==> src/rtl/usr_pkg.sv <==
package usr_pkg;

  // Strobes passed from the mode/entry decoder to the stage datapath.
  typedef struct packed {
    logic loadPar;   // capture the parallel word on the next edge
    logic shiftEn;   // move stages one place toward the last stage
    logic entryBit;  // value the first stage takes when shifting
  } usrStrobes_t;

endpackage

==> src/rtl/usr_ctrl.sv <==
module usr_ctrl
  import usr_pkg::*;
(
  input  logic        clk,
  input  logic        rstN,
  input  logic        parLoadN,
  input  logic        jIn,
  input  logic        kInN,
  input  logic        firstQ,
  output usrStrobes_t strobes
);

  logic setTerm;
  logic keepTerm;

  // J sets a cleared stage, K-bar keeps a set stage.
  assign setTerm  = jIn & ~firstQ;
  assign keepTerm = kInN & firstQ;

  always_comb begin
    strobes          = '0;
    strobes.loadPar  = ~parLoadN;
    strobes.shiftEn  = parLoadN;
    strobes.entryBit = setTerm | keepTerm;
  end

  // Entry behaviour, judged on the first stage one edge later.
  assert_clear_R4: assert property (@(posedge clk) disable iff (!rstN)
    (parLoadN && !jIn && !kInN) |=> !firstQ);

  assert_set_R5: assert property (@(posedge clk) disable iff (!rstN)
    (parLoadN && jIn && kInN) |=> firstQ);

  assert_hold_R6: assert property (@(posedge clk) disable iff (!rstN)
    (parLoadN && !jIn && kInN) |=> $stable(firstQ));

  assert_toggle_R7: assert property (@(posedge clk) disable iff (!rstN)
    (parLoadN && jIn && !kInN) |=> (firstQ != $past(firstQ)));

endmodule

==> src/rtl/usr_dpath.sv <==
module usr_dpath
  import usr_pkg::*;
#(
  parameter int WIDTH = 4
) (
  input  logic             clk,
  input  logic             rstN,
  input  usrStrobes_t      strobes,
  input  logic [WIDTH-1:0] parIn,
  output logic [WIDTH-1:0] stageQ,
  output logic             lastQN
);

  localparam int LAST = WIDTH - 1;

  logic [WIDTH-1:0] stageNext;

  genvar gi;
  generate
    for (gi = 0; gi < WIDTH; gi++) begin : g_stage
      logic shiftSrc;
      if (gi == 0) begin : g_first
        assign shiftSrc = strobes.entryBit;
      end else begin : g_follow
        assign shiftSrc = stageQ[gi-1];
      end

      always_comb begin
        if (strobes.loadPar)      stageNext[gi] = parIn[gi];
        else if (strobes.shiftEn) stageNext[gi] = shiftSrc;
        else                      stageNext[gi] = stageQ[gi];
      end

      always_ff @(posedge clk or negedge rstN) begin
        if (!rstN) stageQ[gi] <= 1'b0;
        else       stageQ[gi] <= stageNext[gi];
      end
    end
  endgenerate

  assign lastQN = ~stageQ[LAST];

  assert_load_R2: assert property (@(posedge clk) disable iff (!rstN)
    strobes.loadPar |=> (stageQ == $past(parIn)));

  assert_shift_R3: assert property (@(posedge clk) disable iff (!rstN)
    strobes.shiftEn |=> (stageQ[LAST:1] == $past(stageQ[LAST-1:0])));

  assert_strobe_excl_R2: assert property (@(posedge clk) disable iff (!rstN)
    !(strobes.loadPar && strobes.shiftEn));

endmodule

==> src/rtl/univ_shift_reg.sv <==
module univ_shift_reg
  import usr_pkg::*;
#(
  parameter int WIDTH = 4
) (
  input  logic             clk,
  input  logic             rstN,
  input  logic             parLoadN,
  input  logic             jIn,
  input  logic             kInN,
  input  logic [WIDTH-1:0] parIn,
  output logic [WIDTH-1:0] stageQ,
  output logic             lastQN
);

  usrStrobes_t strobes;

  usr_ctrl ctrl_i (
    .clk      (clk),
    .rstN     (rstN),
    .parLoadN (parLoadN),
    .jIn      (jIn),
    .kInN     (kInN),
    .firstQ   (stageQ[0]),
    .strobes  (strobes)
  );

  usr_dpath #(.WIDTH(WIDTH)) dpath_i (
    .clk     (clk),
    .rstN    (rstN),
    .strobes (strobes),
    .parIn   (parIn),
    .stageQ  (stageQ),
    .lastQN  (lastQN)
  );

endmodule

==> config.mk <==
export PLATFORM = sky130hd
export DESIGN_NAME = univ_shift_reg
export DESIGN_NICKNAME = d
export VERILOG_FILES = /design/src/rtl/usr_pkg.sv /design/src/rtl/usr_ctrl.sv /design/src/rtl/usr_dpath.sv /design/src/rtl/univ_shift_reg.sv
export SDC_FILE = /design/constraint.sdc
export NUM_CORES = 1
export LEC_CHECK = 0
export ABC_AREA = 1
export BUFFER_PORTS_ARGS = -buffer_cell sky130_fd_sc_hd__buf_2
export CAP_MARGIN = 20
export CORE_AREA = 3 3 40 42
export DETAILED_ROUTE_END_ITERATION = 16
export DIE_AREA = 0 0 43 45
export PLACE_DENSITY = 0.34
export SYNTH_ARGS = -nofsm -noshare
export SYNTH_HDL_FRONTEND = slang
export SYNTH_SLANG_ARGS = --single-unit
==> constraint.sdc <==
create_clock -name clk -period 2 [get_ports clk]
set_clock_uncertainty 0.1 [all_clocks]
set_input_delay 0.3 -clock clk [delete_from_list [all_inputs] [get_ports clk]]
set_output_delay 0.3 -clock clk [all_outputs]
set_load 0.05 [all_outputs]
==> summary.txt, run 1 <==
Critical path
  – Worst r2r src: dpath_i.g_stage[1].shiftSrc$_DFF_PN0_
  – CP Launch Type: flop
  – R2r setup slk: roughly 1100 ps
  – WS Path Type: reg -> out
  – CP Cell Sequence: inv_1, buf_2
  – Critical R2R Capture: dpath_i.g_stage[1].shiftSrc$_DFF_PN0_
  – Largest delay share family, worst path: flip-flops
  – Worst Path Required: roughly 1600 ps
  – Crit path DAT: between 800 and 900 ps
  – Worst setup EP type: output pin
  – Crit path max fanout: 2
  – R2R cell count: 4
  – Worst Path Buf+Inv: 2
  – Critical-path top delay cell: dfrtp_1
  – Slowest cell delay on critical path: about 360 ps

Power
  – Internal power: roughly 0.17 mW
  – Clock power frac: 0.372
  – Ratio of total power to cell area: slightly below 900 mW/mm2
  – Flop pwr share: 0.362
  – Max rail drop VDD: around 0.16 mV
  – Logic pwr share: 0.266
  – Sw Pwr: 0.0840 mW
  – Power Total: about 0.26 mW
  – LEAKAGE: between 0.15 and 0.2 nW
  – Sw Share: 0.325

Synth
  – Post-synth EDFFs: 0
  – Main flop type after synthesis: dfrtp_1
  – Netlist cell types: 7
  – Synth cell count leaders: nand2_1, dfrtp_1, inv_1
  – Most common cell in the synthesized netlist: nand2_1
  – Register area share after synthesis: 0.510
  – Cell taking the most area after synthesis: dfrtp_1
  – Synth top area share: 0.510
  – Asr flop ratio synth: 1.00
  – Syn_area_per_cell: approximately 7.9 um2
  – Synthesis-stage register bit count: 4
  – Synth Net Count: 34
  – Yosys warning total: 0
  – Mapped Area: 196 um2
  – Post-synthesis cell count: 25
  – Synth area leaders: dfrtp_1, nand2_1, buf_4, inv_1, o21ai_2

Cells and area
  – Ant diodes: 0
  – NumNets Final: 50
  – Post-Layout Inst Area: a little under 300 um2
  – Share of post-route cells with drive strength above 1: 0.462
  – Area Growth Syn to Fin: 47.8%
  – FILL cells: about 150

Clock tree
  – Root buf cell: clkbuf_4
  – CTS tree: yes
  – Clk slew on worst S/H paths: 40 ps
  – Clock latency at the later pin of the worst-skew pair: between 200 and 250 ps
  – Clock tree sinks: 4
  – Post-CTS setup buffers: 0
  – Longest Clk Path Bufs: 2
  – H-Tree Depth: 1
  – CTS Buf Count: 3

Routing
  – Routed wire length: about 430 um
  – Detailed Route Iter0 Violations: 2
  – Drt pass-1 iters: 3
  – Via count: around 180
  – Vias per cell: roughly 3.4
  – Antenna Violating Nets Remaining: 0
  – Wire per inst: 8.02 um
  – # DRC: 0

Job
  – # Max-Cap Violations: 0

GRT
  – GRT Overall Usage: 0.0494
  – Vias in the first global route: around 170
  – Initial antenna violation count: 0
  – Largest net degree at the start of global routing: 6
  – GR Overflow Total: 0
  – First-pass GRT wire length: 648 um

STA
  – RSZ-0062 raised after global routing: no
  – Fmax: roughly 0.8 GHz
  – Final Slew Violations: 0
  – Relative slew slack: 0.834
  – Crit share post-route: 0.642
  – Final hold vios: 0
  – Setup TNS: 0 ps
  – Slew @ Worst Pin: 251 ps
  – Final setup fails: 0
  – Final min period: 1280 ps

Hold path
  – Hold path endpoint: dpath_i.g_stage[3].shiftSrc$_DFF_PN0_
  – WHS Path Cells: 3
  – Hold Startpoint: parIn[2]
  – HP Class: in -> reg

Place
  – GP Congestion: between 0.7 and 0.8
  – DP Area: 258 um2
  – Port buffer count: 13
  – Hpwl dp: between 300 and 400 um

Floorplanning
  – Die outline width: between 40 and 50 um
  – # IOs: 14
  – Std-Cell Rows: 13
  – Die Footprint: about 0.0019 mm2
  – Starting density of the core: 0.153
  – CORE AREA: ~0.0013 mm2
  – Die Y: around 45 um

Outcome
  – Status: finished, final reports clean
final cells by class:
| cell class | instances | area, um2 | area share |
|---|---|---|---|
| timing repair buffer | 14 | 75.1 | 0.259 |
| tap | 15 | 18.8 | 0.0647 |
| inverter | 5 | 18.8 | 0.0647 |
| multi-input combinational | 13 | 55.1 | 0.190 |
| clock buffer | 3 | 22.5 | 0.0776 |
| sequential | 4 | 100 | 0.345 |
logic make-up (layout without fill, tap and decap cells):
| kind of cell | count (synthesis) | after routing | synth area share |
|---|---|---|---|
| compound gates | 1 | 1 | 0.0446 |
| buf+inv | 8 | 22 | 0.210 |
| flops | 4 | 4 | 0.510 |
| simple gates | 12 | 12 | 0.236 |
timing repair:
item	4_1_cts	5_1_grt
hold endpoints to repair	4	0
gates resized for setup	0	0
hold buffers	1	0
power by group through the flow:
stage               Combinational, mW  Sequential [mW]  Clock (mW)
floorplan                      0.0493            0.100           0
global placement               0.0685           0.0942           0
detailed placement             0.0683           0.0947           0
CTS                            0.0700           0.0937       0.102
global route                   0.0736           0.0946       0.110
finish                         0.0689           0.0936      0.0962
worst max-delay path by stage:
| stage | end | cells after the start | slack, ps | from |
|---|---|---|---|---|
| after floorplan | lastQN | 1 | 660 | dpath_i.stageQ[3]$_DFF_PN0_ |
| after global placement | lastQN | 2 | 960 | dpath_i.stageQ[3]$_DFF_PN0_ |
| after detailed placement | lastQN | 2 | 950 | dpath_i.stageQ[3]$_DFF_PN0_ |
| after CTS | lastQN | 2 | 700 | dpath_i.stageQ[3]$_DFF_PN0_ |
| after global routing | lastQN | 2 | 680 | dpath_i.stageQ[3]$_DFF_PN0_ |
| final | lastQN | 2 | 720 | dpath_i.stageQ[3]$_DFF_PN0_ |
layout by cell type (no fill, tap or decap), drive strengths merged:
master	count
clkbuf	3
nand2	11
dlygate4sd3	1
nand3	1
dfrtp	4
buf	13
inv	5
o21ai	1
layer usage:
metal,part of all wire,GRT usage
met2,0.44,0.0569
met4,0,0.0723
met5,0,0
met3,0.13,0.0279
met1,0.42,0.0513
flip-flops by register name, indices dropped and copies added (netlist names):
name,count
dpath_i.stageQ,1
dpath_i.g_stage.shiftSrc,3
per-stage QoR:
stage | hold slack (ps) | util | setup slack [ps] | cells
6_report | 169 | 0.226 | 715 | 54
2_1_floorplan | -95.6 | - | 658 | 25
3_3_place_gp | 8.18 | 0.201 | 963 | 50
3_5_place_dp | 7.53 | 0.201 | 953 | 50
4_1_cts | 164 | 0.226 | 699 | 54
5_1_grt | 170 | 0.226 | 678 | 54
tightest hold or removal path, stage by stage:
cell	delay, ps
buf_2	80
nand2_1	40
nand2_1	40
(Power assumes the default switching activity.)
==> run 2: changes to the inputs <==
- ABC_AREA: 1 -> 0
- PLACE_DENSITY: 0.34 -> 0.33
- clock period: 2 -> 1.26 ns (I/O delays scaled with it)
==> summary.txt, run 2 <==
STA
  – Relative slew slack: 0.835
  – Setup TNS: 0 ps
  – Slew @ Worst Pin: between 200 and 250 ps
  – Crit share post-route: 0.931
  – Final hold vios: 0
  – Final min period: 1170 ps
  – Final setup fails: 0
  – Final Slew Violations: 0
  – RSZ-0062 raised after global routing: no
  – Fmax: roughly 0.85 GHz

Routing
  – Antenna Violating Nets Remaining: 0
  – Vias per cell: ~3.3
  – Routed wire length: between 300 and 400 um
  – Via count: about 140
  – Wire per inst: 8.26 um
  – Detailed Route Iter0 Violations: 3
  – Drt pass-1 iters: 2
  – # DRC: 0

Floorplanning
  – Die Y: 45 um
  – CORE AREA: ~0.0013 mm2
  – Die Footprint: around 0.0019 mm2
  – Die outline width: between 40 and 50 um
  – Std-Cell Rows: 13
  – # IOs: 14
  – Starting density of the core: 0.139

Place
  – GP Congestion: 0.600
  – Port buffer count: 13

Critical path
  – Critical R2R Capture: dpath_i.g_stage[2].shiftSrc$_DFF_PN0_
  – Crit path DAT: roughly 900 ps
  – Crit path max fanout: 2
  – Critical Path Sink: lastQN
  – R2r setup slk: around 390 ps
  – Worst setup EP type: output pin
  – Worst r2r src: dpath_i.g_stage[1].shiftSrc$_DFF_PN0_
  – Worst Path Required: ~970 ps
  – CP Launch Type: flop
  – R2R cell count: 1
  – Worst setup path startpoint: dpath_i.stageQ[3]$_DFF_PN0_
  – WS Path Type: reg -> out

Cells and area
  – Most frequent cells in the layout: buf_2, dfrtp_1, mux2_2, clkbuf_4
  – Finished Core Util: 0.212
  – Share of post-route cells with drive strength above 1: 0.679
  – Leading cell type in the layout, fill and taps excluded: buf_2
  – NumNets Final: 39
  – Ant diodes: 0
  – Largest register FFs: 3
  – Area Growth Syn to Fin: 52.4%

GRT
  – GRT Overall Usage: 0.0460
  – Initial antenna violation count: 0
  – Vias in the first global route: ~130
  – First-pass GRT wire length: about 540 um
  – Largest net degree at the start of global routing: 6
  – GR Overflow Total: 0

Hold path
  – HP Class: in -> reg

Synth
  – Post-synth EDFFs: 0
  – Synth cell count leaders: dfrtp_1, buf_4, mux2_2
  – Post-synthesis cell count: 14
  – Yosys warning total: 0
  – Synthesis-stage register bit count: 4
  – Most common cell in the synthesized netlist: dfrtp_1
  – Main flop type after synthesis: dfrtp_1
  – Register area share after synthesis: 0.559
  – Asr flop ratio synth: 1.00
  – Mapped Area: around 180 um2
  – Synth top area share: 0.559
  – Netlist cell types: 7
  – Synth area leaders: dfrtp_1, mux2_2, buf_4, mux2i_1, a21oi_1
  – Synth Net Count: 23
  – Syn_area_per_cell: approximately 13 um2
  – Cell taking the most area after synthesis: dfrtp_1

Clock tree
  – Post-CTS setup buffers: 0
  – CTS Buf Count: 3
  – Longest Clk Path Bufs: 2
  – Clk slew on worst S/H paths: around 40 ps
  – Root buf cell: clkbuf_4
  – Clock latency at the later pin of the worst-skew pair: approximately 230 ps
  – CTS tree: yes
  – Clock tree sinks: 4
  – H-Tree Depth: 1

Power
  – Max rail drop VDD: about 0.34 mV
  – LEAKAGE: 0.141 nW
  – Ratio of total power to cell area: around 1500 mW/mm2

Job
  – # Max-Cap Violations: 0

Outcome
  – Status: finished, final reports clean
run 2: cell families after synthesis:
group,count (synthesis),synth area share
and+or+nand+nor,1,0.0210
buffers and inverters,4,0.147
DFF,4,0.559
AOI/OAI and AO/OA,1,0.0279
muxes,4,0.245
run 2: what timing repair did:
| item | 4_1_cts | 5_1_grt |
|---|---|---|
| gates resized for setup | 0 | 0 |
| endpoints found under the hold margin | 4 | 0 |
| hold buffers | 1 | 0 |
run 2: worst min-delay path by stage:
stage / startpoint / endpoint / slack [ps] / cells after the start
after floorplan: rstN / dpath_i.g_stage[1].shiftSrc$_DFF_PN0_ / -210 / 0
after global placement: rstN / dpath_i.g_stage[3].shiftSrc$_DFF_PN0_ / -100 / 1
after detailed placement: rstN / dpath_i.g_stage[3].shiftSrc$_DFF_PN0_ / -100 / 1
after CTS: parIn[2] / dpath_i.g_stage[3].shiftSrc$_DFF_PN0_ / 80 / 2
after global routing: parIn[2] / dpath_i.g_stage[3].shiftSrc$_DFF_PN0_ / 80 / 2
final: parIn[3] / dpath_i.stageQ[3]$_DFF_PN0_ / 90 / 2
run 2: layer usage:
metal,global-route usage,up-vias,share of wire
li1,-,71,-
met1,0.0463,59,0.46
met2,0.0419,12,0.34
met3,0.0518,0,0.19
met4,0.0542,0,0
met5,0,-,0
run 2: worst max-delay path, stage by stage, from the launching register on:
cell	delay, ps
dfrtp_1	360
inv_1	50
buf_2	250
run 2: power breakdown:
group          internal [mW]  leakage, nW  switching [mW]  total, mW
clock                  0.106       0.0138          0.0464      0.152
combinational         0.0335       0.0817          0.0749      0.108
sequential             0.142       0.0460         0.00662      0.148
total                  0.281        0.141           0.128      0.409
run 2: cell type report:
class | instances | area, um2
clock buffers | 3 | 22.5
flip-flops and latches | 4 | 100
well taps | 15 | 18.8
fillers | 143 | 1010
multi-input cells | 6 | 52.6
repair buffers | 14 | 75.1
inverters | 1 | 3.75
run 2: per-stage QoR:
step	cell area (um2)	setup slack [ps]	cells	hold slack (ps)	power, mW
finish	273	87.5	43	89.6	0.409
global route	273	47.3	43	84.4	0.433
floorplan	179	28.7	14	-207	0.237
global placement	240	334	39	-102	0.257
detailed placement	240	323	39	-101	0.258
CTS	273	67.7	43	77.3	0.424
==> run 3: changes to the inputs <==
- PLACE_DENSITY: 0.33 -> 0.38
- SYNTH_HIERARCHICAL: not set -> 1
==> summary.txt, run 3 <==
Outcome
  – Status: finished, final reports clean

Floorplanning
  – Die outline width: between 40 and 50 um
  – Die Footprint: around 0.0019 mm2
  – # IOs: 14
  – CORE AREA: roughly 0.0013 mm2
  – Starting density of the core: 0.186
  – Std-Cell Rows: 13
  – Die Y: approximately 45 um

Synth
  – Adder-cell share of the synthesized area: 0
  – Synth area leaders: dfrtp_1, mux2i_1, buf_4, o21ai_1, mux2_4
  – Post-synthesis simple-gate area fraction: 0.0628
  – Mapped Area: 239 um2
  – Netlist cell types: 8
  – Largest family of logic cells by synthesized area: multiplexers
  – Register area share after synthesis: 0.419
  – Compound-Gate Fraction of Synth Area: 0.0838
  – Yosys warning total: 6
  – Asr flop ratio synth: 1.00
  – Syn_area_per_cell: around 10 um2
  – Synth Net Count: 33
  – Mux share of post-synthesis cell area: 0.230
  – Synth top area share: 0.419
  – Cell taking the most area after synthesis: dfrtp_1
  – Main flop type after synthesis: dfrtp_1
  – Synth cell count leaders: buf_4, dfrtp_1, mux2i_1, nand2_1, o21ai_1
  – Post-synth EDFFs: 0
  – Synthesis-stage register bit count: 4
  – Post-synthesis cell count: 24
  – Post-Synth XOR/XNOR Area: 0

STA
  – Final setup fails: 0
  – Crit share post-route: 0.960
  – Slew @ Worst Pin: ~250 ps
  – Setup TNS: 0 ps
  – Final min period: 1210 ps
  – Fin worst setup slack: ~50 ps
  – Final Slew Violations: 0
  – WHS: approximately 60 ps
  – RSZ-0062 raised after global routing: no
  – Fmax: between 0.8 and 0.9 GHz
  – Final hold vios: 0
  – Relative slew slack: 0.833

Power
  – Sw Share: 0.355
  – Clock power frac: 0.372
  – Max rail drop VDD: 0.305 mV
  – Flop pwr share: 0.340
  – Power Total: between 0.4 and 0.5 mW
  – Logic pwr share: 0.288
  – LEAKAGE: ~0.17 nW
  – Sw Pwr: approximately 0.16 mW
  – Ratio of total power to cell area: around 1400 mW/mm2
  – Internal power: just under 0.3 mW

Cells and area
  – Most frequent cells in the layout: buf_2, mux2i_1, nand2_1, o21ai_1, dfrtp_1
  – Ant diodes: 0
  – NumNets Final: 47
  – Final non-filler cell total: between 50 and 60
  – Leading cell type in the layout, fill and taps excluded: buf_2
  – Post-Layout Inst Area: between 300 and 400 um2
  – Finished Core Util: 0.244
  – Largest register FFs: 3
  – Share of post-route cells with drive strength above 1: 0.472
  – Area Growth Syn to Fin: 31.4%

Critical path
  – Worst setup path startpoint: dpath_i/stageQ[3]$_DFFE_PN0P_
  – Crit path DAT: about 920 ps
  – Critical-path top delay cell: dfrtp_1
  – Crit path max fanout: 3
  – CP Cell Sequence: inv_1, buf_2
  – WS Path Type: reg -> out
  – CP Launch Type: flop
  – Worst Path Required: 970 ps
  – Slowest cell delay on critical path: between 300 and 400 ps
  – Worst r2r src: dpath_i/g_stage[1].shiftSrc$_DFFE_PN0P_
  – Worst setup EP type: output pin

Hold path
  – Hold Startpoint: parIn[3]
  – HP Class: in -> reg

GRT
  – Largest net degree at the start of global routing: 9
  – Initial antenna violation count: 0
  – GR Overflow Total: 0
  – First-pass GRT wire length: ~700 um
  – Vias in the first global route: approximately 170
  – GRT Overall Usage: 0.0602

Routing
  – Antenna Violating Nets Remaining: 0
  – Wire per inst: approximately 9 um
  – Vias per cell: about 3.6
  – Drt pass-1 iters: 2
  – Via count: 186
  – # DRC: 0
  – Routed wire length: ~470 um
  – Detailed Route Iter0 Violations: 1

Place
  – Placed Cells: 47
  – DP Area: approximately 280 um2
  – GP Congestion: roughly 0.6
  – Hpwl dp: ~380 um
  – Port buffer count: 13
  – Dpl ws: around 120 ps

Clock tree
  – CTS tree: yes
  – CTS Buf Count: 3
  – Clock latency at the later pin of the worst-skew pair: ~240 ps
  – Post-CTS setup buffers: 0
  – H-Tree Depth: 1
  – Longest Clk Path Bufs: 2
  – Root buf cell: clkbuf_4
  – Clk slew on worst S/H paths: 40 ps
  – Clock tree sinks: 4

Job
  – # Max-Cap Violations: 0
## run 3: cells by family (layout without fill, tap and decap cells)
family	Yosys count	after routing
buffers and inverters	7	19
AND/OR/NAND/NOR	4	4
flip-flops	4	4
AO/OA/AOI/OAI	4	4
multiplexers	5	5
## run 3: power groups by stage
stage | registers (mW) | clock network (mW) | logic, mW
floorplan | 0.165 | 0 | 0.106
global placement | 0.154 | 0 | 0.129
detailed placement | 0.155 | 0 | 0.129
CTS | 0.154 | 0.170 | 0.132
global route | 0.155 | 0.183 | 0.138
finish | 0.153 | 0.168 | 0.130
## run 3: area by class of cell
| type | instances | area (um2) |
|---|---|---|
| tap | 15 | 18.8 |
| inverter | 2 | 7.51 |
| timing repair buffer | 14 | 75.1 |
| clock buffer | 3 | 22.5 |
| multi-input combinational | 13 | 90.1 |
| fill | 150 | 971 |
| sequential | 4 | 100 |
## run 3: path summary, 6_finish.rpt
check                                                           to  slack [ps]  depth (start not counted)
max in group asynchronous  dpath_i/g_stage[1].shiftSrc$_DFFE_PN0P_         760                          2
max                                                         lastQN          50                          2
max reg2reg                dpath_i/g_stage[1].shiftSrc$_DFFE_PN0P_         130                          3
min                                  dpath_i/stageQ[3]$_DFFE_PN0P_          60                          3
min reg2reg                dpath_i/g_stage[3].shiftSrc$_DFFE_PN0P_         470                          2
min in group asynchronous            dpath_i/stageQ[3]$_DFFE_PN0P_         180                          2
## run 3: metal layers
metal / wire length, um / vias up / track usage / part of all wire
met5: 0 / - / 0 / 0
met2: 230 / 8 / 0.0749 / 0.49
li1: - / 98 / - / -
met3: 50 / 3 / 0.0518 / 0.11
met4: 24 / 0 / 0.0904 / 0.051
met1: 165 / 77 / 0.0463 / 0.35
## run 3: critical path, delay by kind of cell, from the launching register on
kind / cells / cell delay (ps)
buffers and inverters: 2 / 300
DFF: 1 / 380
## run 3: what timing repair did
action | in CTS | in global routing
gates resized for setup | 0 | 0
hold buffers | 1 | 0
hold endpoints to repair | 4 | 0
